**config.mk**
```make
export PLATFORM = sky130hd
export DESIGN_NAME = gpio_share_port
export DESIGN_NICKNAME = d
export VERILOG_FILES = /design/src/rtl/gpio_share_pkg.sv /design/src/rtl/gpio_share_regs.sv /design/src/rtl/gpio_share_sync.sv /design/src/rtl/gpio_share_pinmux.sv /design/src/rtl/gpio_share_port.sv
export SDC_FILE = /design/constraint.sdc
export NUM_CORES = 1
export LEC_CHECK = 0
export CELL_PAD_IN_SITES_DETAIL_PLACEMENT = 1
export CELL_PAD_IN_SITES_GLOBAL_PLACEMENT = 1
export CORE_MARGIN = 10
export CORE_UTILIZATION = 34
export CTS_CLUSTER_DIAMETER = 40
export CTS_CLUSTER_SIZE = 25
export DETAILED_ROUTE_END_ITERATION = 16
export PLACE_DENSITY_LB_ADDON = 0.1
export SLEW_MARGIN = 10
export SYNTH_ARGS = -nofsm -noshare
export SYNTH_HDL_FRONTEND = slang
export SYNTH_HIERARCHICAL = 1
export SYNTH_SLANG_ARGS = --single-unit
```
**constraint.sdc**
```tcl
create_clock -name clk -period 1.8 [get_ports clk]
set_clock_uncertainty 0.05 [all_clocks]
set_input_delay 0.36 -clock clk [delete_from_list [all_inputs] [get_ports clk]]
set_output_delay 0.36 -clock clk [all_outputs]
set_load 0.05 [all_outputs]
```
**src/rtl/gpio_share_pkg.sv**
```systemverilog
package gpio_share_pkg;

   localparam int unsigned SEL_W    = 2;
   localparam int unsigned NUM_BANK = 4;

   typedef enum logic [SEL_W-1:0] {
      BANK_DATA = 2'd0,
      BANK_PULL = 2'd1,
      BANK_SLEW = 2'd2,
      BANK_DIR  = 2'd3
   } bank_sel_e;

endpackage

```
**src/rtl/gpio_share_regs.sv**
```systemverilog
module gpio_share_regs
   import gpio_share_pkg::*;
#(
   parameter int unsigned WIDTH = 8
) (
   input  logic             clk,
   input  logic             rst_n,
   input  logic             wr_en,
   input  logic [SEL_W-1:0] wr_sel,
   input  logic [WIDTH-1:0] wr_data,
   output logic [WIDTH-1:0] data_q,
   output logic [WIDTH-1:0] pull_q,
   output logic [WIDTH-1:0] slew_q,
   output logic [WIDTH-1:0] dir_q
);

   logic [NUM_BANK-1:0][WIDTH-1:0] bank_q;

   always_ff @(posedge clk or negedge rst_n) begin
      if (!rst_n) begin
         bank_q <= '0;
      end else begin
         for (int b = 0; b < NUM_BANK; b++) begin
            if (wr_en && (wr_sel == SEL_W'(b))) begin
               bank_q[b] <= wr_data;
            end
         end
      end
   end

   assign data_q = bank_q[BANK_DATA];
   assign pull_q = bank_q[BANK_PULL];
   assign slew_q = bank_q[BANK_SLEW];
   assign dir_q  = bank_q[BANK_DIR];

   // a strobed write is visible in the selected bank after the edge
   p_wr_lands_r10: assert property (@(posedge clk) disable iff (!rst_n)
      wr_en |=> (bank_q[$past(wr_sel)] == $past(wr_data)));

endmodule

```
**src/rtl/gpio_share_sync.sv**
```systemverilog
module gpio_share_sync #(
   parameter int unsigned WIDTH  = 8,
   parameter int unsigned STAGES = 2
) (
   input  logic             clk,
   input  logic             rst_n,
   input  logic [WIDTH-1:0] async_in,
   output logic [WIDTH-1:0] sync_out
);

   localparam int unsigned AGE_W = $clog2(STAGES + 1);

   generate
      if (STAGES < 2 || STAGES > 8) begin : g_bad_stages
         $error("gpio_share_sync: STAGES must lie in 2..8");
      end
   endgenerate

   logic [STAGES-1:0][WIDTH-1:0] chain_q;

   always_ff @(posedge clk or negedge rst_n) begin
      if (!rst_n) begin
         chain_q <= '0;
      end else begin
         chain_q[0] <= async_in;
         for (int s = 1; s < STAGES; s++) begin
            chain_q[s] <= chain_q[s-1];
         end
      end
   end

   assign sync_out = chain_q[STAGES-1];

   // Edge counter that saturates once the chain is fully primed.
   logic [AGE_W-1:0] age_q;
   always_ff @(posedge clk or negedge rst_n) begin
      if (!rst_n) begin
         age_q <= '0;
      end else if (age_q != AGE_W'(STAGES)) begin
         age_q <= age_q + 1'b1;
      end
   end

   // the output trails the pad input by exactly STAGES edges
   p_latency_r3: assert property (@(posedge clk) disable iff (!rst_n)
      (age_q == AGE_W'(STAGES)) |-> (sync_out == $past(async_in, STAGES)));

endmodule

```
**src/rtl/gpio_share_pinmux.sv**
```systemverilog
module gpio_share_pinmux #(
   parameter int unsigned WIDTH = 8
) (
   input  logic [WIDTH-1:0] data_q,
   input  logic [WIDTH-1:0] pull_q,
   input  logic [WIDTH-1:0] slew_q,
   input  logic [WIDTH-1:0] dir_q,
   input  logic [WIDTH-1:0] uart_own,
   input  logic [WIDTH-1:0] uart_oe,
   input  logic [WIDTH-1:0] uart_dout,
   input  logic [WIDTH-1:0] spi_own,
   input  logic [WIDTH-1:0] spi_oe,
   input  logic [WIDTH-1:0] spi_dout,
   output logic [WIDTH-1:0] pin_out,
   output logic [WIDTH-1:0] pin_oe,
   output logic [WIDTH-1:0] pin_pull_en,
   output logic [WIDTH-1:0] pin_slew_en
);

   for (genvar i = 0; i < WIDTH; i++) begin : g_pin
      logic drive_en;
      logic drive_val;

      always_comb begin
         if (uart_own[i]) begin
            drive_en  = uart_oe[i];
            drive_val = uart_dout[i];
         end else if (spi_own[i]) begin
            drive_en  = spi_oe[i];
            drive_val = spi_dout[i];
         end else begin
            drive_en  = dir_q[i];
            drive_val = data_q[i];
         end
      end

      assign pin_oe[i]      = drive_en;
      assign pin_out[i]     = drive_val;
      assign pin_pull_en[i] = pull_q[i] & ~drive_en & ~dir_q[i];
      assign pin_slew_en[i] = slew_q[i] & drive_en;
   end

   // no pullup on a driving pin
   always_comb begin
      p_pull_off_drv_r5: assert ((pin_pull_en & pin_oe) == '0);
   end

   // no slew control on a pin that is not driving
   always_comb begin
      p_slew_off_in_r6: assert ((pin_slew_en & ~pin_oe) == '0);
   end

   // a UART claim decides the drive, even against an SPI claim
   always_comb begin
      p_uart_wins_r9: assert ((uart_own & ((pin_oe ^ uart_oe) | (pin_out ^ uart_dout))) == '0);
   end

   // an SPI claim decides the drive when the UART does not claim
   always_comb begin
      p_spi_drive_r8: assert ((spi_own & ~uart_own & ((pin_oe ^ spi_oe) | (pin_out ^ spi_dout))) == '0);
   end

endmodule

```
**src/rtl/gpio_share_port.sv**
```systemverilog
module gpio_share_port
   import gpio_share_pkg::*;
#(
   parameter int unsigned WIDTH       = 8,
   parameter int unsigned SYNC_STAGES = 2
) (
   input  logic             clk,
   input  logic             rst_n,
   input  logic             bus_wr_en,
   input  logic [1:0]       bus_addr,
   input  logic [7:0]       bus_wdata,
   output logic [7:0]       bus_rdata,
   input  logic [7:0]       pin_in,
   output logic [7:0]       pin_out,
   output logic [7:0]       pin_oe,
   output logic [7:0]       pin_pull_en,
   output logic [7:0]       pin_slew_en,
   input  logic [7:0]       uart_own,
   input  logic [7:0]       uart_oe,
   input  logic [7:0]       uart_dout,
   input  logic [7:0]       spi_own,
   input  logic [7:0]       spi_oe,
   input  logic [7:0]       spi_dout
);

   generate
      if (WIDTH != 8) begin : g_bad_width
         $error("gpio_share_port: WIDTH must match the 8-bit port list");
      end
   endgenerate

   logic [WIDTH-1:0] data_q, pull_q, slew_q, dir_q;
   logic [WIDTH-1:0] pin_sync;
   logic [WIDTH-1:0] data_view;

   gpio_share_regs #(.WIDTH(WIDTH)) u_regs (
      .clk     (clk),
      .rst_n   (rst_n),
      .wr_en   (bus_wr_en),
      .wr_sel  (bus_addr),
      .wr_data (bus_wdata),
      .data_q  (data_q),
      .pull_q  (pull_q),
      .slew_q  (slew_q),
      .dir_q   (dir_q)
   );

   gpio_share_sync #(.WIDTH(WIDTH), .STAGES(SYNC_STAGES)) u_sync (
      .clk      (clk),
      .rst_n    (rst_n),
      .async_in (pin_in),
      .sync_out (pin_sync)
   );

   gpio_share_pinmux #(.WIDTH(WIDTH)) u_pinmux (
      .data_q      (data_q),
      .pull_q      (pull_q),
      .slew_q      (slew_q),
      .dir_q       (dir_q),
      .uart_own    (uart_own),
      .uart_oe     (uart_oe),
      .uart_dout   (uart_dout),
      .spi_own     (spi_own),
      .spi_oe      (spi_oe),
      .spi_dout    (spi_dout),
      .pin_out     (pin_out),
      .pin_oe      (pin_oe),
      .pin_pull_en (pin_pull_en),
      .pin_slew_en (pin_slew_en)
   );

   // Data-bank view: stored bit on output pins, synchronized pad on inputs.
   assign data_view = (data_q & dir_q) | (pin_sync & ~dir_q);

   always_comb begin
      unique case (bank_sel_e'(bus_addr))
         BANK_DATA: bus_rdata = data_view;
         BANK_PULL: bus_rdata = pull_q;
         BANK_SLEW: bus_rdata = slew_q;
         BANK_DIR:  bus_rdata = dir_q;
         default:   bus_rdata = '0;
      endcase
   end

   // output-direction bits of a data write read back on the next cycle
   p_out_readback_r2: assert property (@(posedge clk) disable iff (!rst_n)
      (bus_wr_en && bus_addr == BANK_DATA) |=>
         (((data_view ^ $past(bus_wdata)) & dir_q) == '0));

endmodule

```
==> results of run 1 <==
[where the power goes]
part | internal (mW) | switching (mW)
registers | 1.23 | 0.128
clock network | 0.342 | 0.341
logic | 0.957 | 0.890
[what timing repair did]
item,4_1_cts,5_1_grt
pin swaps,0,4
setup buffers,1,2
setup endpoints to repair,40,31
hold buffers,1,0
cloned,1,0
resized for setup,66,11
hold endpoints to repair,20,0
[flip-flops by register name, indices dropped and copies added, names as in the netlist]
register,flops
u_regs/pull_q,8
u_sync/sync_out,8
u_regs/dir_q,8
u_sync/chain_q,8
u_regs/slew_q,8
u_regs/data_q,8
[how the worst min path moves through the flow]
stage	startpoint	end	slack (ns)	cells past startpoint
detailed placement	u_sync/chain_q[5]	u_sync/sync_out[5]	0.29	0
global placement	u_sync/chain_q[6]	u_sync/sync_out[6]	0.28	0
finish	u_sync/chain_q[5]	u_sync/sync_out[5]	0.31	0
global route	u_sync/chain_q[5]	u_sync/sync_out[5]	0.31	0
floorplan	rst_n	u_regs/data_q[0]	0.01	0
CTS	u_sync/chain_q[5]	u_sync/sync_out[5]	0.30	0
[through the flow]
step	cell area (um2)	power, mW	util	setup WS, ns
final	4488	3.891	0.5778	-0.2689
after global routing	4488	4.086	0.5778	-0.3161
after CTS	4463	3.919	0.5746	-0.2690
after detailed placement	4160	3.088	0.5356	-0.3704
after global placement	4160	3.055	0.5356	-0.3484
after floorplan	2723	2.366	-	0.05560
[layout make-up]
cell class              count  area share
repair buffers            148      0.3655
clock buffers               7     0.02147
multi-input cells         132      0.3170
flip-flops and latches     48      0.2676
well taps                 102     0.02844
[kinds of logic after synthesis]
kind of cell / Yosys count / share of synthesized area
mux: 64 / 0.3162
flops: 48 / 0.4412
compound gates: 40 / 0.1066
simple gates: 28 / 0.06664
buf+inv: 26 / 0.06939
[cell usage in the layout (no fill, tap or decap), types with 2 or more instances in the layout]
cell type	instances
a21o_2	8
a21oi_2	5
a21oi_4	3
buf_12	19
buf_4	28
buf_6	31
clkbuf_8	7
clkdlybuf4s50_1	50
dfrtp_1	48
dlygate4sd2_1	16
mux2_2	32
mux2_4	16
mux2i_1	8
mux4_2	8
nand2_1	8
nand2b_1	13
nand2b_4	3
nand3b_2	2
o211a_1	8
o21a_1	8
o21ai_1	4
o21ai_2	4
[per-layer routing]
metal	up-vias	track usage	wire, um
li1	995	-	-
met1	1050	0.1496	3121
met2	62	0.2453	4244
met3	5	0.04798	684
met4	0	0.02788	56
met5	-	0	0
==> flow_summary.rst, run 1 <==
.. list-table::
   :header-rows: 1

   * - Metric
     - Value
   * - Clock-pin slew reported for the worst setup and hold paths after clock tree synthesis
     - roughly 0.09 ns
   * - Slew at the pin closest to its max-slew limit
     - roughly 0.52 ns
   * - Netlist area before placement
     - 0.002723 mm2
   * - Count of flip-flops with a built-in enable after synthesis
     - 0
   * - Height of the die
     - about 110 um
   * - Failing checks
     - setup timing
   * - Overflow left after global routing
     - 0
   * - Final Worst Setup Slack
     - -0.2689 ns
   * - DR pass1 iterations
     - 4
   * - Area of all sequential standard cells
     - ~0.0012 mm2
   * - Clock insertion delay at the later pin of the skew report
     - about 0.30 ns
   * - Outcome
     - complete, but fails checks
   * - Maximum fanout encountered on the critical timing path
     - 2
   * - Sum Neg Setup Slack
     - -3.171 ns
   * - Max capacitance violation total
     - 0
   * - Leakage power figure
     - about 2 nW
   * - Average cell area after synthesis
     - ~13 um2
   * - GRT Total Usage
     - 0.1355
   * - Vias in the first global route
     - about 2400
   * - Endpoint kind of the worst setup timing path
     - output pin
   * - Row count
     - 32
   * - Post-synthesis to final-layout area growth
     - 64.84%
   * - Number of standard cells in the layout, taps in and fillers out
     - around 440
   * - Final routed wirelength across all metal layers
     - 8107 um
   * - DP HPWL
     - 6452 um
   * - Number of distinct library cells after synthesis
     - 18
   * - Core area
     - roughly 0.008 mm2
   * - Maximum frequency from static timing analysis
     - 0.4833 GHz
   * - Post-Syn Instances
     - around 210
   * - Max-slew violation count
     - 0
   * - Type of the worst setup path
     - reg2out
   * - Data arrival time of the critical path
     - about 1.7 ns
   * - Final-layout worst hold slack
     - 0.3085 ns
   * - Largest area contributor in the synthesized netlist
     - dfrtp_1
   * - Iteration-0 DRC count of the detailed router
     - 41
   * - Slack of the worst reg-to-reg path
     - ~0.84 ns
   * - Number of buffers inserted during clock tree synthesis
     - 5
   * - Dpl cells
     - 428
   * - Final setup fails
     - 24
   * - Path length in cells of the critical path
     - 3
   * - CP Data Required Time
     - ~1.4 ns
   * - Remaining antenna violation count after routing
     - 0
   * - Post-synthesis async set-or-reset flop share
     - 1.000
   * - Root buffer selected by CTS
     - clkbuf_8
   * - Post-synthesis net count
     - between 200 and 300
   * - Remaining design rule violation count
     - 0
   * - Fraction of layout instances using a drive strength above 1
     - 0.5075
   * - Cell breakdown of the critical path
     - mux2_4 -> mux4_2 -> buf_6
   * - Cell class contributing the biggest share of worst-path delay
     - multiplexers
   * - Leading post-synthesis cells by cell area
     - dfrtp_1, mux2_2, mux2_4
   * - Final-report hold violation count
     - 0
   * - End of the worst register-to-register path
     - u_regs/dir_q[2]
   * - Cell with the most instances after synthesis
     - dfrtp_1
   * - Antenna violations before repair
     - 0
   * - Net count reported at finish
     - ~400
   * - Power per standard cell area
     - approximately 870 mW/mm2
   * - Unrepaired setup endpoints after global routing
     - true
   * - Relative slew margins
     - 0.6555
   * - Area fraction of the dominant cell type after synthesis
     - 0.4412
   * - Wire length of the first global-routing pass
     - roughly 13000 um
   * - Sequential cell area fraction in the yosys report
     - 0.4412
   * - Number of ports placed on the die boundary
     - ~110
   * - Synth top cells by count
     - dfrtp_1, mux2_2, buf_4, mux2_4, nand2b_1
   * - Average wire per cell in the routed design
     - between 15 and 20 um
   * - Count of state elements after synthesis
     - between 40 and 50
   * - Overall die area
     - between 0.01 and 0.015 mm2
   * - Antenna fix cells
     - 0
   * - Worst Hold Class
     - reg2reg
   * - Initial core utilization
     - 0.3505
   * - Reg2reg path depth
     - 2
   * - Clock sink count
     - 48
   * - FILL cells
     - between 700 and 800
   * - Buffering stage count on the worst path with inverters included
     - 1
   * - Post-route clock period utilization
     - 1.149
   * - Clock tree from TritonCTS
     - done
   * - Via density per instance
     - roughly 4.8
   * - IO Port Bufs
     - ~110
   * - Maximum buffer depth of the clock tree
     - 2
   * - Maximum cell stage delay along the critical path
     - about 0.48 ns
   * - H-tree levels
     - 2
   * - CP Launch Type
     - flip-flop
   * - Gp weighted congestion
     - between 0.7 and 0.8
   * - Final min period
     - ~2.1 ns
   * - Launching instance or port of the critical path
     - u_regs/dir_q[6]
   * - Area of the multi-input gates
     - about 0.0014 mm2
   * - Worst R2R Start
     - u_regs/dir_q[2]
   * - Vias after detailed routing
     - between 2000 and 2500
   * - Most common flop cell mapped by yosys
     - dfrtp_1
   * - Critical Path Slowest Stage Cell
     - mux4_2
   * - Chip Width
     - between 100 and 150 um
   * - Maximum resistive drop on vdd
     - roughly 370 uV
   * - Crit path to
     - bus_rdata[6]
   * - Yosys warning total
     - 6
   * - Pin count of the biggest net entering global routing
     - 29
(Power assumes the default switching activity.)
==> run 2, diff against run 1 <==
==> constraint.sdc (replaced) <==
create_clock -name clk -period 1.8 [get_ports clk]
set_clock_uncertainty 0.05 [all_clocks]
set_input_delay 0.27 -clock clk [delete_from_list [all_inputs] [get_ports clk]]
set_output_delay 0.27 -clock clk [all_outputs]
set_load 0.05 [all_outputs]
==> run 2 against run 1 <==
Net effect:
- the flow still finishes with violations (setup timing)
- total power is 2.0% lower
- sequential share of layout area up 0.63 points
- sequential cell count is the same
- critical path type unchanged
- critical endpoint is now bus_rdata[7]
==> flow_summary.rst, run 2 (synthesis gave the netlist of run 1 again) <==
.. list-table::
   :header-rows: 1

   * - Metric
     - Value
   * - Outcome
     - complete, but fails checks
   * - Failing checks
     - setup timing
   * - Relative slew margins
     - 0.6293 (-0.02622)
   * - CP Launch Type
     - flip-flop
   * - Commonest cells after routing, fill and taps aside
     - clkdlybuf4s50_1, dfrtp_1, buf_6, mux2_2, buf_4
   * - Antenna violations before repair
     - 0 (unchanged)
   * - Initial core utilization
     - 0.3505 (unchanged)
   * - Worst Hold Class
     - reg2reg
   * - Clock insertion delay at the later pin of the skew report
     - 0.29 ns (about the same)
   * - Via density per instance
     - 4.863 (+0.62%)
   * - Clock sink count
     - 48 (unchanged)
   * - H-tree levels
     - 2 (unchanged)
   * - Slew at the pin closest to its max-slew limit
     - 0.5561 ns (+0.03933 ns)
   * - Gp weighted congestion
     - 0.7105 (-4.6%)
   * - Data arrival time of the critical path
     - 1.64 ns (-0.02 ns)
   * - DP HPWL
     - 6033 um (-6.5%)
   * - Iteration-0 DRC count of the detailed router
     - 17 (-59%)
   * - Area of the multi-input gates
     - 0.001363 mm2 (-4.2%)
   * - Final setup fails
     - 13 (-46%)
   * - Core area
     - 0.007767 mm2 (unchanged)
   * - Final-report hold violation count
     - 0 (unchanged)
   * - Max capacitance violation total
     - 0 (unchanged)
   * - CP Data Required Time
     - 1.48 ns (+0.09 ns)
   * - Area of all sequential standard cells
     - 0.001201 mm2 (unchanged)
   * - Final Worst Setup Slack
     - -0.1613 ns (+0.1076 ns)
   * - Final min period
     - 1.961 ns (-0.1076 ns)
   * - Maximum fanout encountered on the critical timing path
     - 2 (unchanged)
   * - Dpl cells
     - 415 (-3.0%)
   * - Average wire per cell in the routed design
     - 17.97 um (-3.1%)
   * - Antenna fix cells
     - 0 (unchanged)
   * - DR pass1 iterations
     - 4 (unchanged)
   * - Clock-pin slew reported for the worst setup and hold paths after clock tree synthesis
     - 0.08 ns (about the same)
   * - Place WS
     - -0.2075 ns (+0.1629 ns)
   * - Number of buffers inserted during clock tree synthesis
     - 5 (unchanged)
   * - Fraction of layout instances using a drive strength above 1
     - 0.4681 (-0.03938)
   * - Row count
     - 32 (unchanged)
   * - Pin count of the biggest net entering global routing
     - 26 (-10%)
   * - GRT Total Usage
     - 0.1289 (-0.006597)
   * - DP Area
     - 0.004063 mm2 (-2.3%)
   * - Net count reported at finish
     - 397 (-1.7%)
   * - Maximum buffer depth of the clock tree
     - 2 (unchanged)
   * - Final routed wirelength across all metal layers
     - 7745 um (-4.5%)
   * - Most common library cell in the layout ignoring fill and taps
     - clkdlybuf4s50_1
   * - Chip Width
     - 109.5 um (unchanged)
   * - Root buffer selected by CTS
     - clkbuf_8
   * - Design Area, Final
     - 0.004384 mm2 (-2.3%)
   * - Overflow left after global routing
     - 0 (unchanged)
   * - Vias after detailed routing
     - 2096 (-0.76%)
   * - Sum of internal, switching and leakage power
     - 3.813 mW (-2.0%)
   * - Leakage power figure
     - 1.985 nW (-3.2%)
   * - Clock tree from TritonCTS
     - done
   * - Remaining antenna violation count after routing
     - 0 (unchanged)
   * - Max-slew violation count
     - 0 (unchanged)
   * - Remaining design rule violation count
     - 0 (unchanged)
   * - Post-route clock period utilization
     - 1.090 (-0.05977)
   * - IO Port Bufs
     - 108 (unchanged)
   * - Wire length of the first global-routing pass
     - 12300 um (-4.2%)
   * - Maximum resistive drop on vdd
     - 410.2 uV (+9.5%)
   * - Power per standard cell area
     - 869.7 mW/mm2 (+0.32%)
   * - Maximum frequency from static timing analysis
     - 0.5099 GHz (+5.5%)
   * - Post-synthesis to final-layout area growth
     - 61.03%
   * - Final-layout worst hold slack
     - 0.3019 ns (-0.006605 ns)
   * - FILL cells
     - 805 (+2.0%)
   * - Unrepaired setup endpoints after global routing
     - true
   * - Number of standard cells in the layout, taps in and fillers out
     - 431 (-1.4%)
   * - Type of the worst setup path
     - reg2out
   * - Number of ports placed on the die boundary
     - 109 (unchanged)
   * - Height of the die
     - 109.5 um (unchanged)
   * - Vias in the first global route
     - 2352 (-3.5%)
   * - Overall die area
     - 0.01199 mm2 (unchanged)
   * - Endpoint kind of the worst setup timing path
     - output pin
run 2: cell count changes in the layout (fill, tap and decap cells not counted), sizes merged:
cell,previous run,this run
clkbuf,7,8
buf,79,72
clkdlybuf4s50,50,59
dlygate4sd2,16,7
run 2: final timing paths:
kind                              startpoint                  to  slack (ns)  cells after the start
setup reg to reg             u_regs/dir_q[6]     u_regs/dir_q[6]        0.71                      3
hold reg to reg            u_sync/chain_q[5]  u_sync/sync_out[5]        0.30                      0
hold / removal             u_sync/chain_q[5]  u_sync/sync_out[5]        0.30                      0
setup / recovery             u_regs/dir_q[7]        bus_rdata[7]       -0.16                      3
min in group asynchronous              rst_n   u_sync/chain_q[0]        0.46                      2
max in group asynchronous              rst_n     u_regs/dir_q[1]        0.72                      3
run 2: where the power goes:
| part | internal (mW) | switching [mW] |
|---|---|---|
| clock network | 0.313 | 0.325 |
| logic | 0.948 | 0.870 |
| registers | 1.23 | 0.124 |
| total | 2.49 | 1.32 |
run 2: per-layer routing:
| metal | global-route usage | part of all wire |
|---|---|---|
| met1 | 0.1527 | 0.42 |
| met2 | 0.2168 | 0.48 |
| met3 | 0.04857 | 0.081 |
| met4 | 0.03067 | 0.012 |
| met5 | 0 | 0 |
run 2: critical path: stages, from the launching register on:
cell and delay, ns:
dfrtp_1 0.41, mux2_4 0.30, mux4_2 0.47, buf_6 0.17
run 2: metrics by stage:
stage,TNS (ns),utilization
2_1_floorplan,0,-
3_3_place_gp,-2.031,0.5230
3_5_place_dp,-2.284,0.5230
4_1_cts,-1.579,0.5549
5_1_grt,-2.629,0.5644
6_report,-1.637,0.5644
run 2: cell type report:
| type | instances | share of cell area |
|---|---|---|
| Sequential cell | 48 | 0.2740 |
| Tap cell | 102 | 0.02911 |
| Multi-Input combinational cell | 132 | 0.3108 |
| Timing Repair Buffer | 141 | 0.3656 |
| Clock buffer | 8 | 0.02055 |
run 2: timing repair:
action,4_1_cts,5_1_grt
hold buffers,1,0
gates cloned,1,0
endpoints found under the setup margin,22,31
pin swaps,1,2
gates resized for setup,31,19
endpoints found under the hold margin,23,0
buffers inserted,5,3
==> run 3, diff against run 2 <==
--- a/config.mk
+++ b/config.mk
@@ -5,6 +5,7 @@
 export SDC_FILE = /design/constraint.sdc
 export NUM_CORES = 1
 export LEC_CHECK = 0
+export CAP_MARGIN = 10
 export CELL_PAD_IN_SITES_DETAIL_PLACEMENT = 1
 export CELL_PAD_IN_SITES_GLOBAL_PLACEMENT = 1
 export CORE_MARGIN = 10
==> results of run 3 <==
The final DEF is identical to that of run 2; final timing and power are the same.
